==> src/rtl/prisel_pkg.sv <==
`timescale 1ns/1ps
package prisel_pkg;
  localparam int unsigned PRIO_W     = 8;
  localparam int unsigned ID_W       = 10;
  localparam int unsigned PRIV_LINES = 32;
  localparam logic [ID_W-1:0]  NO_ID   = 10'd1023;
  localparam logic [PRIO_W:0]  NO_PRIO = 9'h100;

  typedef struct packed {
    logic [PRIO_W:0] prio;
    logic [ID_W-1:0] id;
    logic            grp;
  } cand_t;
endpackage

==> src/rtl/prisel_rst_sync.sv <==
`timescale 1ns/1ps
module prisel_rst_sync #(
  parameter int unsigned STAGES = 2
) (
  input  logic clk,
  input  logic rst_n,
  output logic rst_n_sync
);
  logic [STAGES-1:0] sync_q;

  always_ff @(posedge clk or negedge rst_n) begin
    if (!rst_n) sync_q <= '0;
    else        sync_q <= {sync_q[STAGES-2:0], 1'b1};
  end

  assign rst_n_sync = sync_q[STAGES-1];
endmodule

==> src/rtl/prisel_qualify.sv <==
`timescale 1ns/1ps
module prisel_qualify
  import prisel_pkg::*;
#(
  parameter int unsigned NUM_LINES = 64,
  parameter int unsigned NUM_CPUS  = 8,
  parameter int unsigned CPU_IDX   = 0
) (
  input  logic [NUM_LINES-1:0]          en_i,
  input  logic [NUM_LINES-1:0]          pend_i,
  input  logic [NUM_LINES-1:0]          act_i,
  input  logic [NUM_LINES-1:0]          lvl_i,
  input  logic [NUM_LINES-1:0]          edge_i,
  input  logic [NUM_LINES-1:0]          grp_i,
  input  logic [NUM_LINES*PRIO_W-1:0]   prio_i,
  input  logic [NUM_LINES*NUM_CPUS-1:0] tgt_i,
  output cand_t [NUM_LINES-1:0]         leaf_o
);
  for (genvar i = 0; i < NUM_LINES; i++) begin : g_line
    logic pend_eff, tgt_hit, eligible;

    // level-mode lines are pending while the input is high
    assign pend_eff = pend_i[i] | (lvl_i[i] & ~edge_i[i]);

    if (i < PRIV_LINES) begin : g_priv
      assign tgt_hit = 1'b1;
    end else begin : g_shared
      assign tgt_hit = tgt_i[i*NUM_CPUS + CPU_IDX];
    end

    assign eligible = en_i[i] & pend_eff & ~act_i[i] & tgt_hit;

    assign leaf_o[i] = eligible ?
      cand_t'{prio: {1'b0, prio_i[i*PRIO_W +: PRIO_W]}, id: ID_W'(i), grp: grp_i[i]} :
      cand_t'{prio: NO_PRIO, id: NO_ID, grp: 1'b0};
  end
endmodule

==> src/rtl/prisel_tree.sv <==
`timescale 1ns/1ps
module prisel_tree
  import prisel_pkg::*;
#(
  parameter int unsigned NUM_LINES = 64
) (
  input  cand_t [NUM_LINES-1:0] leaf_i,
  output cand_t                 best_o
);
  localparam int unsigned LVLS = (NUM_LINES > 1) ? $clog2(NUM_LINES) : 1;
  localparam int unsigned PAD  = 1 << LVLS;

  for (genvar l = 0; l <= LVLS; l++) begin : g_lv
    cand_t nd [PAD >> l];
    if (l == 0) begin : g_leaf
      for (genvar j = 0; j < PAD; j++) begin : g_j
        if (j < NUM_LINES) begin : g_real
          assign nd[j] = leaf_i[j];
        end else begin : g_pad
          assign nd[j] = cand_t'{prio: NO_PRIO, id: NO_ID, grp: 1'b0};
        end
      end
    end else begin : g_cmp
      for (genvar j = 0; j < (PAD >> l); j++) begin : g_j
        // the lower-ID operand is kept unless the other is strictly better
        assign nd[j] = (g_lv[l-1].nd[2*j+1].prio < g_lv[l-1].nd[2*j].prio) ?
                       g_lv[l-1].nd[2*j+1] : g_lv[l-1].nd[2*j];
      end
    end
  end

  assign best_o = g_lv[LVLS].nd[0];

  always_comb begin
    for (int j = 0; j < NUM_LINES; j++) begin
      a_r3_root_min: assert (!(leaf_i[j].prio < best_o.prio))
        else $error("tree root is not the minimum priority");
      a_r3_tie_low_id: assert (!((leaf_i[j].prio == best_o.prio) &&
                                 (leaf_i[j].prio != NO_PRIO) &&
                                 (leaf_i[j].id < best_o.id)))
        else $error("tie not resolved to lower ID");
    end
  end
endmodule

==> src/rtl/prio_select.sv <==
`timescale 1ns/1ps
module prio_select
  import prisel_pkg::*;
#(
  parameter int unsigned NUM_LINES = 64,
  parameter int unsigned NUM_CPUS  = 8,
  parameter int unsigned CPU_IDX   = 0
) (
  input  logic                          clk,
  input  logic                          rst_n,
  input  logic [NUM_LINES-1:0]          line_en,
  input  logic [NUM_LINES-1:0]          line_pend,
  input  logic [NUM_LINES-1:0]          line_act,
  input  logic [NUM_LINES-1:0]          line_lvl,
  input  logic [NUM_LINES-1:0]          line_edge,
  input  logic [NUM_LINES-1:0]          line_grp,
  input  logic [NUM_LINES*PRIO_W-1:0]   line_prio,
  input  logic [NUM_LINES*NUM_CPUS-1:0] line_tgt,
  input  logic [PRIO_W-1:0]             prio_mask,
  input  logic [PRIO_W:0]               run_prio,
  input  logic [1:0]                    dist_grp_en,
  input  logic [1:0]                    cpu_grp_en,
  output logic [ID_W-1:0]               sel_id,
  output logic [PRIO_W:0]               sel_prio,
  output logic                          irq_req
);
  logic                  rst_n_s;
  cand_t [NUM_LINES-1:0] leaves;
  cand_t                 best;
  logic                  pass_mask, pass_run, grp_ok;
  logic [ID_W-1:0]       id_d;
  logic [PRIO_W:0]       prio_d;
  logic                  req_d;

  prisel_rst_sync #(.STAGES(2)) u_rst_sync (
    .clk(clk), .rst_n(rst_n), .rst_n_sync(rst_n_s)
  );

  prisel_qualify #(
    .NUM_LINES(NUM_LINES), .NUM_CPUS(NUM_CPUS), .CPU_IDX(CPU_IDX)
  ) u_qualify (
    .en_i(line_en), .pend_i(line_pend), .act_i(line_act), .lvl_i(line_lvl),
    .edge_i(line_edge), .grp_i(line_grp), .prio_i(line_prio), .tgt_i(line_tgt),
    .leaf_o(leaves)
  );

  prisel_tree #(.NUM_LINES(NUM_LINES)) u_tree (
    .leaf_i(leaves), .best_o(best)
  );

  // next-state
  always_comb begin
    pass_mask = best.prio < {1'b0, prio_mask};
    pass_run  = best.prio < run_prio;
    grp_ok    = dist_grp_en[best.grp] & cpu_grp_en[best.grp];
    id_d      = pass_mask ? best.id   : NO_ID;
    prio_d    = pass_mask ? best.prio : NO_PRIO;
    req_d     = pass_mask & pass_run & grp_ok;
  end

  // registers
  always_ff @(posedge clk or negedge rst_n_s) begin
    if (!rst_n_s) begin
      sel_id   <= NO_ID;
      sel_prio <= NO_PRIO;
      irq_req  <= 1'b0;
    end else begin
      sel_id   <= id_d;
      sel_prio <= prio_d;
      irq_req  <= req_d;
    end
  end

  a_r1_empty_pair: assert property (@(posedge clk) disable iff (!rst_n_s)
    (sel_id == NO_ID) |-> (sel_prio == NO_PRIO))
    else $error("empty ID with non-empty priority");

  a_r6_below_mask: assert property (@(posedge clk) disable iff (!rst_n_s)
    (sel_id != NO_ID) |-> (sel_prio < {1'b0, $past(prio_mask)}))
    else $error("shown priority not below mask");

  a_r6_req_has_id: assert property (@(posedge clk) disable iff (!rst_n_s)
    irq_req |-> (sel_id != NO_ID))
    else $error("request without a shown line");

  a_r7_run_gate: assert property (@(posedge clk) disable iff (!rst_n_s)
    irq_req |-> (sel_prio < $past(run_prio)))
    else $error("request without running-priority margin");
endmodule

==> config.mk <==
export PLATFORM = sky130hd
export DESIGN_NAME = prio_select
export DESIGN_NICKNAME = d
export VERILOG_FILES = /design/src/rtl/prisel_pkg.sv /design/src/rtl/prisel_rst_sync.sv /design/src/rtl/prisel_qualify.sv /design/src/rtl/prisel_tree.sv /design/src/rtl/prio_select.sv
export SDC_FILE = /design/constraint.sdc
export NUM_CORES = 2
export LEC_CHECK = 0
export ABC_AREA = 1
export CORE_AREA = 2 2 565 567
export DETAILED_ROUTE_END_ITERATION = 6
export DIE_AREA = 0 0 567 569
export PLACE_DENSITY = 0.3
export SYNTH_ARGS = -nofsm -noshare
export SYNTH_HDL_FRONTEND = slang
export SYNTH_SLANG_ARGS = --single-unit
==> constraint.sdc <==
create_clock -name clk -period 1.31 [get_ports clk]
set_input_delay 0.262 -clock clk [delete_from_list [all_inputs] [get_ports clk]]
set_output_delay 0.262 -clock clk [all_outputs]
set_load 0.02 [all_outputs]
# Yosys cells after proc, flatten, opt, wreduce, memory -nomap -nowiden
# Cells that the tools add are included.
classes:
  n_lt_le_gt_ge: 66
  muxes: 133
  bitwise: 419
op_table:
  columns: ["op", "count"]
  rows:
  - ["$mux W20", 127]
  - ["$lt A9 B9 Y1", 64]
  - ["$and A1 B1 Y1", 227]
  - ["$not A1 Y1", 128]
  - ["$or A1 B1 Y1", 64]
  - ["$mux W10", 1]
  - ["$lt A9 B8 Y1", 1]
  - ["$mux W9", 1]
  - ["$mux W1", 4]
  - ["$lt A1 B2 Y1 const B", 1]
totals:
  reg_bits: 22
  word_cells: 622

# Logic depth before layout (Yosys ltp)
depth:
  ltp_word: 23
  depth_mapped: 85
  mapped_depth_nobuf: 78

# Cells and area by module
# From an unflattened synthesis, not the netlist that was laid out.
hier_totals:
  hier_cells: 6926
  hier_area_um2: 39105.0
by_module_without_submodules:
  columns: ["module", "seq_area_each_um2", "cells_per_inst", "n_inst", "area_each_um2"]
  rows:
  - ["prisel_tree", 0.0, 4476, 1, 26340.3]
  - ["prisel_qualify", 0.0, 2305, 1, 11514.8]
  - ["prio_select", 514.2, 142, 1, 1196.1]
  - ["prisel_rst_sync", 50.0, 3, 1, 53.8]

# Worst setup path after synthesis
# Ideal clock, no wire load.
synth_timing:
  path_kind: "in2reg"
  from: "input line_edge[39]"
  to: "register irq_req"
  t_arrival_ns: 11.481
  setup_time_ns: 0.070
  slack_ns: -10.241
  cell_stages: 67
  path_buffers: 6
  cell_sequence: "inv_1 > a21oi_1 > nor3b_1 > and2_1 > clkinv_1 > nor2_1 > ha_1 > a21oi_1 > o21ai_0 > a221oi_1 > nand2_1 > inv_1 > clkbuf_1 > o21ai_0 > ha_1 > a21oi_1 > nor2_1 > a2111oi_0 > (+31 left out) > nand2_1 > nor2_1 > a211oi_1 > o221a_2 > nand2_4 > inv_2 > buf_2 > nand2_1 > o21ai_0 > ha_1 > a21oi_1 > nand3b_1 > a21oi_1 > a2111oi_0 > nand2_1 > inv_1 > nand3_1 > nor2_2"
synth_via:
  elab_chain_len: 23
synth_lines:
  columns: ["element", "line", "rtl"]
  rows:
  - ["from (decl)", "prio_select.sv:15", "input logic [NUM_LINES-1:0] line_edge,"]
  - ["$not A1 Y1 (*)", "prisel_qualify.sv:23", "assign pend_eff = pend_i[i] | (lvl_i[i] & ~edge_i[i]);"]
  - ["$and A1 B1 Y1 (*)", "prisel_qualify.sv:23", null]
  - ["$or A1 B1 Y1 (*)", "prisel_qualify.sv:23", null]
  - ["$and A1 B1 Y1 (*) (3 in a row)", "prisel_qualify.sv:31", "assign eligible = en_i[i] & pend_eff & ~act_i[i] & tgt_hit;"]
  - ["$mux W20 (*)", "prisel_qualify.sv:33", "assign leaf_o[i] = eligible ?"]
  - ["$lt A9 B9 Y1", "prisel_tree.sv:26", "assign nd[j] = (g_lv[l-1].nd[2*j+1].prio < g_lv[l-1].nd[2*j].prio) ?"]
  - ["$mux W20 (*)", "prisel_tree.sv:26", null]
  - ["$lt A9 B9 Y1", "prisel_tree.sv:26", null]
  - ["(+4 left out)", null, null]
  - ["$mux W20 (*)", "prisel_tree.sv:26", null]
  - ["$lt A9 B9 Y1", "prisel_tree.sv:26", null]
  - ["$mux W20 (*)", "prisel_tree.sv:26", null]
  - ["$lt A9 B9 Y1", "prisel_tree.sv:26", null]
  - ["$mux W20 (*)", "prisel_tree.sv:26", null]
  - ["branches (longest 3 deep; another with $lt A9 B8 Y1)", null, null]
  - ["$and A1 B1 Y1 (*)", "prio_select.sv:58", "req_d = pass_mask & pass_run & grp_ok;"]
  - ["net req_d", "prio_select.sv:33", "logic req_d;"]
  - ["to (signal assigned)", "prio_select.sv:70", "irq_req <= req_d;"]
  - ["to (decl)", "prio_select.sv:25", "output logic irq_req"]
# Mark *: on every way through the listed nets, which the timed path passes. The select of a mux whose other input is x is not followed.

# Worst setup path after layout
layout_timing:
  from: "input line_edge[3]"
  to: "register sel_id[3]"
layout_via:
  elab_chain_len: 20
layout_lines:
  columns: ["element", "line", "rtl"]
  rows:
  - ["$not A1 Y1 (*)", "prisel_qualify.sv:23", null]
  - ["$and A1 B1 Y1 (*)", "prisel_qualify.sv:23", null]
  - ["$or A1 B1 Y1 (*)", "prisel_qualify.sv:23", null]
  - ["$and A1 B1 Y1 (*) (2 in a row)", "prisel_qualify.sv:31", null]
  - ["$mux W20 (*)", "prisel_qualify.sv:33", null]
  - ["$lt A9 B9 Y1", "prisel_tree.sv:26", null]
  - ["$mux W20 (*)", "prisel_tree.sv:26", null]
  - ["$lt A9 B9 Y1", "prisel_tree.sv:26", null]
  - ["(+4 left out)", null, null]
  - ["$mux W20 (*)", "prisel_tree.sv:26", null]
  - ["$lt A9 B9 Y1", "prisel_tree.sv:26", null]
  - ["$mux W20 (*)", "prisel_tree.sv:26", null]
  - ["$lt A9 B9 Y1", "prisel_tree.sv:26", null]
  - ["$mux W20 (*)", "prisel_tree.sv:26", null]
  - ["$lt A9 B8 Y1", "prio_select.sv:53", "pass_mask = best.prio < {1'b0, prio_mask};"]
  - ["$mux W10 (*)", "prio_select.sv:56", "id_d = pass_mask ? best.id : NO_ID;"]
  - ["net id_d[3]", "prio_select.sv:31", "logic [ID_W-1:0] id_d;"]
  - ["to (signal assigned)", "prio_select.sv:68", "sel_id <= id_d;"]
  - ["to (decl)", "prio_select.sv:23", "output logic [ID_W-1:0] sel_id,"]
# Mark *: on every way through the listed nets, which the timed path passes. The rest lies on a longest branch.

==> results.sh <==
export IMPL_outcome="finished, violations left"
export IMPL_violations="negative setup slack"
export IMPL_drv_cap=0
export IMPL_maxClockFrequency_mhz=98.0
export IMPL_r2r_end="u_rst_sync.sync_q[1]$_DFF_PN0_"
export IMPL_synthAdderAreaFrac=0.255
export IMPL_synth_cells=4433
export IMPL_cp_slowest_stage_delay_ps=460
export IMPL_r2r_start="u_rst_sync.sync_q[0]$_DFF_PN0_"
export IMPL_seq_area_frac_synth=0.0188
export IMPL_end_kind="register"
export IMPL_die_w_um=567
export IMPL_io_buffers=970
export IMPL_clkTransAtPathRegs_ps=50
export IMPL_cts_sinks=18
export IMPL_clockBufferDepth=2
export IMPL_cts_made_buffers=3
export IMPL_stdcell_count=11500
export IMPL_path_buf_inv=23
export IMPL_clock_latency_ps=260
export IMPL_dp_cells=11000
export IMPL_hp_class="in2async"
export IMPL_synth_nets=6362
export IMPL_yosysWarnings=0
export IMPL_hold_buffers=0
export IMPL_drt_wl_total_um=192000
export IMPL_fin_crit_sh=7.79
export IMPL_die_y_um=569
export IMPL_power_density_mw_per_mm2=2800
export IMPL_yosysTopAreaCellShare=0.255
export IMPL_grt_setup_unrepaired="yes"
export IMPL_grtUsageMet1=0.147
export IMPL_worstMarginPinSlew_ps=681
export IMPL_wl_per_cell_um=16.8
export IMPL_nets=9193
export IMPL_drt_antenna_violating_nets=0
export IMPL_crit_slowest_cell="clkdlybuf4s50_1"
export IMPL_grt_ovfl_total=0
export IMPL_gp_congestion=0.832
export IMPL_antenna_found_initial=102
export IMPL_synthMostInstantiatedCell="nand2_1"
export IMPL_start_util=0.0770
export IMPL_use_met2=0.195
export IMPL_ys_async_sr_fraction=1.00
export IMPL_finalHoldViolCount=0
export IMPL_top_usage_layer="met2"
export IMPL_vias_per_cell=3.45
export IMPL_r2r_slack_ps=850
export IMPL_crit_required_ps=1480
export IMPL_crit_type="in2reg"
export IMPL_grt_pass1_vias=40600
export IMPL_fp_coreArea_mm2=0.317
export IMPL_synth_mux_area_frac=0.00123
export IMPL_synth_top_area_cell="ha_1"
export IMPL_dr_pass1_iters=5
export IMPL_use_met3=0.0245
export IMPL_cts_tree="built"
export IMPL_die_area_mm2=0.323
export IMPL_synth_cell_types=64
export IMPL_grt_max_degree=17
export IMPL_drc=0
export IMPL_p_seq_frac=0.004
export IMPL_p_leak_nw=29.4
export IMPL_vdd_ir_drop_max_uv=7170
export IMPL_yosys_top_cells_count="nand2_1, inv_1, o21ai_0"
export IMPL_cp_max_fo=8
export IMPL_num_vias=39500
export IMPL_startpoint_type="input port"
export IMPL_synth_edf_count=0
export IMPL_track_usage=0.112
export IMPL_setup_violations=21
export IMPL_cts_root_buf="clkbuf_16"
export IMPL_synth_area_per_cell_um2=5.50
export IMPL_cp_arrival_ps=10370
export IMPL_synth_flop_cell="dfrtp_1"
export IMPL_power_switching_mw=90.8
export IMPL_p_int_mw=88.2
export IMPL_synth_compound_area_frac=0.233
export IMPL_setup_slack_ps=-8890
export IMPL_row_count=207
export IMPL_dpl_hpwl_um=169000
export IMPL_synthTopCellsByArea="ha_1, nand2_1, o21ai_0, inv_1, a21oi_1"
export IMPL_maxSlewHeadroom=0.540
export IMPL_synth_simple_gate_area_frac=0.361
export IMPL_p_clk_frac=0.004
export IMPL_synth_top_family_by_area="simple AND/OR/NAND/NOR gates"
export IMPL_io_pins=1451
export IMPL_swShare=0.507
export IMPL_syn_to_final_growth_pct=162
export IMPL_drv_slew=0
export IMPL_cts_max_level=1
export IMPL_combPwrFrac=0.992
export IMPL_min_period_ps=10200
export IMPL_finalPower_mw=179
export IMPL_grt_first_pass_wirelength_um=271000
export IMPL_drive_above_1_share=0.486
export IMPL_cp_top_family="buffers and inverters"
export IMPL_rr_worst_depth=0
export IMPL_yosys_register_bits=18
export IMPL_synth_xor_area_frac=0
export IMPL_hold_worst_slack_ps=170
export IMPL_synthesis_area_mm2=0.0244
export IMPL_skew_ps=4.09
export IMPL_drtIter0Drc=1259
## layout make-up
cell class | count | area (um2)
well taps | 4180 | 5230
repair buffers | 2897 | 25600
inverters | 733 | 3040
diodes | 18 | 45.0
fillers | 35700 | 253000
clock buffers | 4 | 88.8
repair inverters | 18 | 150
flip-flops and latches | 18 | 459
multi-input cells | 3593 | 29400
## logic make-up after synthesis
logic type | Yosys count
AOI/OAI and AO/OA | 1014
adders and majority gates | 498
buffers and inverters | 831
DFF | 18
muxes | 3
other | 1
and+or+nand+nor | 2068
## state kept, by name (all words and copies together), names as in the netlist
signal,flops
sel_id,7
sel_prio,8
u_rst_sync.sync_q,2
irq_req,1
## cells in the final DEF, fill, tap and decap left out, drive strengths merged, types with 15 or more instances in the layout
cell	n
dlygate4sd2	39
o21ai	573
inv	713
a21oi	262
a2111oi	18
o21bai	45
nand2	1369
a31oi	15
dlymetal6s2s	35
diode	18
nor2	356
clkinvlp	15
buf	1948
ha	498
nand4	76
nor3	62
o211ai	20
clkinv	21
a211oi	33
nand3	165
clkdlybuf4s50	872
## per-stage QoR
step	setup TNS, ps	worst slack [ps]	utilization	cell area [um2]
4_1_cts	-140670	-8830	0.187	59100
3_5_place_dp	-182290	-11380	0.161	50900
6_report	-141790	-8890	0.202	64000
2_1_floorplan	-139750	-8780	-	24700
3_3_place_gp	-179240	-11280	0.161	50900
5_1_grt	-150460	-9440	0.202	64000
## worst max-delay path by stage
| stage | startpoint | end | cells past startpoint | slack, ps |
|---|---|---|---|---|
| after floorplan | line_edge[39] | sel_prio[0]$_DFF_PN0_ | 74 | -8780 |
| after global placement | line_lvl[13] | irq_req$_DFF_PN0_ | 67 | -11280 |
| after detailed placement | line_en[37] | irq_req$_DFF_PN0_ | 61 | -11380 |
| after CTS | line_lvl[53] | irq_req$_DFF_PN0_ | 70 | -8830 |
| after global routing | line_lvl[26] | sel_id[5]$_DFF_PN1_ | 69 | -9440 |
| final | line_edge[3] | sel_id[3]$_DFF_PN1_ | 71 | -8890 |
## power groups by stage
stage | sequential (mW) | combinational [mW] | clock, mW
6_report | 0.787 | 178 | 0.663
5_1_grt | 0.786 | 188 | 0.708
4_1_cts | 0.776 | 155 | 0.680
3_5_place_dp | 0.803 | 103 | 0
3_3_place_gp | 0.800 | 103 | 0
2_1_floorplan | 0.809 | 51.0 | 0
## layer usage
metal | vias up | share of wire
li1 | 20400 | -
met1 | 18100 | 0.46
met3 | 147 | 0.053
met5 | - | 0.0024
met2 | 774 | 0.48
met4 | 74 | 0.0070
## what timing repair did
item                                    in CTS  in global routing
cloned                                      32                  7
gates resized for setup                   1720                836
pin swaps                                  419                343
endpoints found under the setup margin      21                 21
buffers inserted                           294                144
Power figures use the tool's default switching activity.
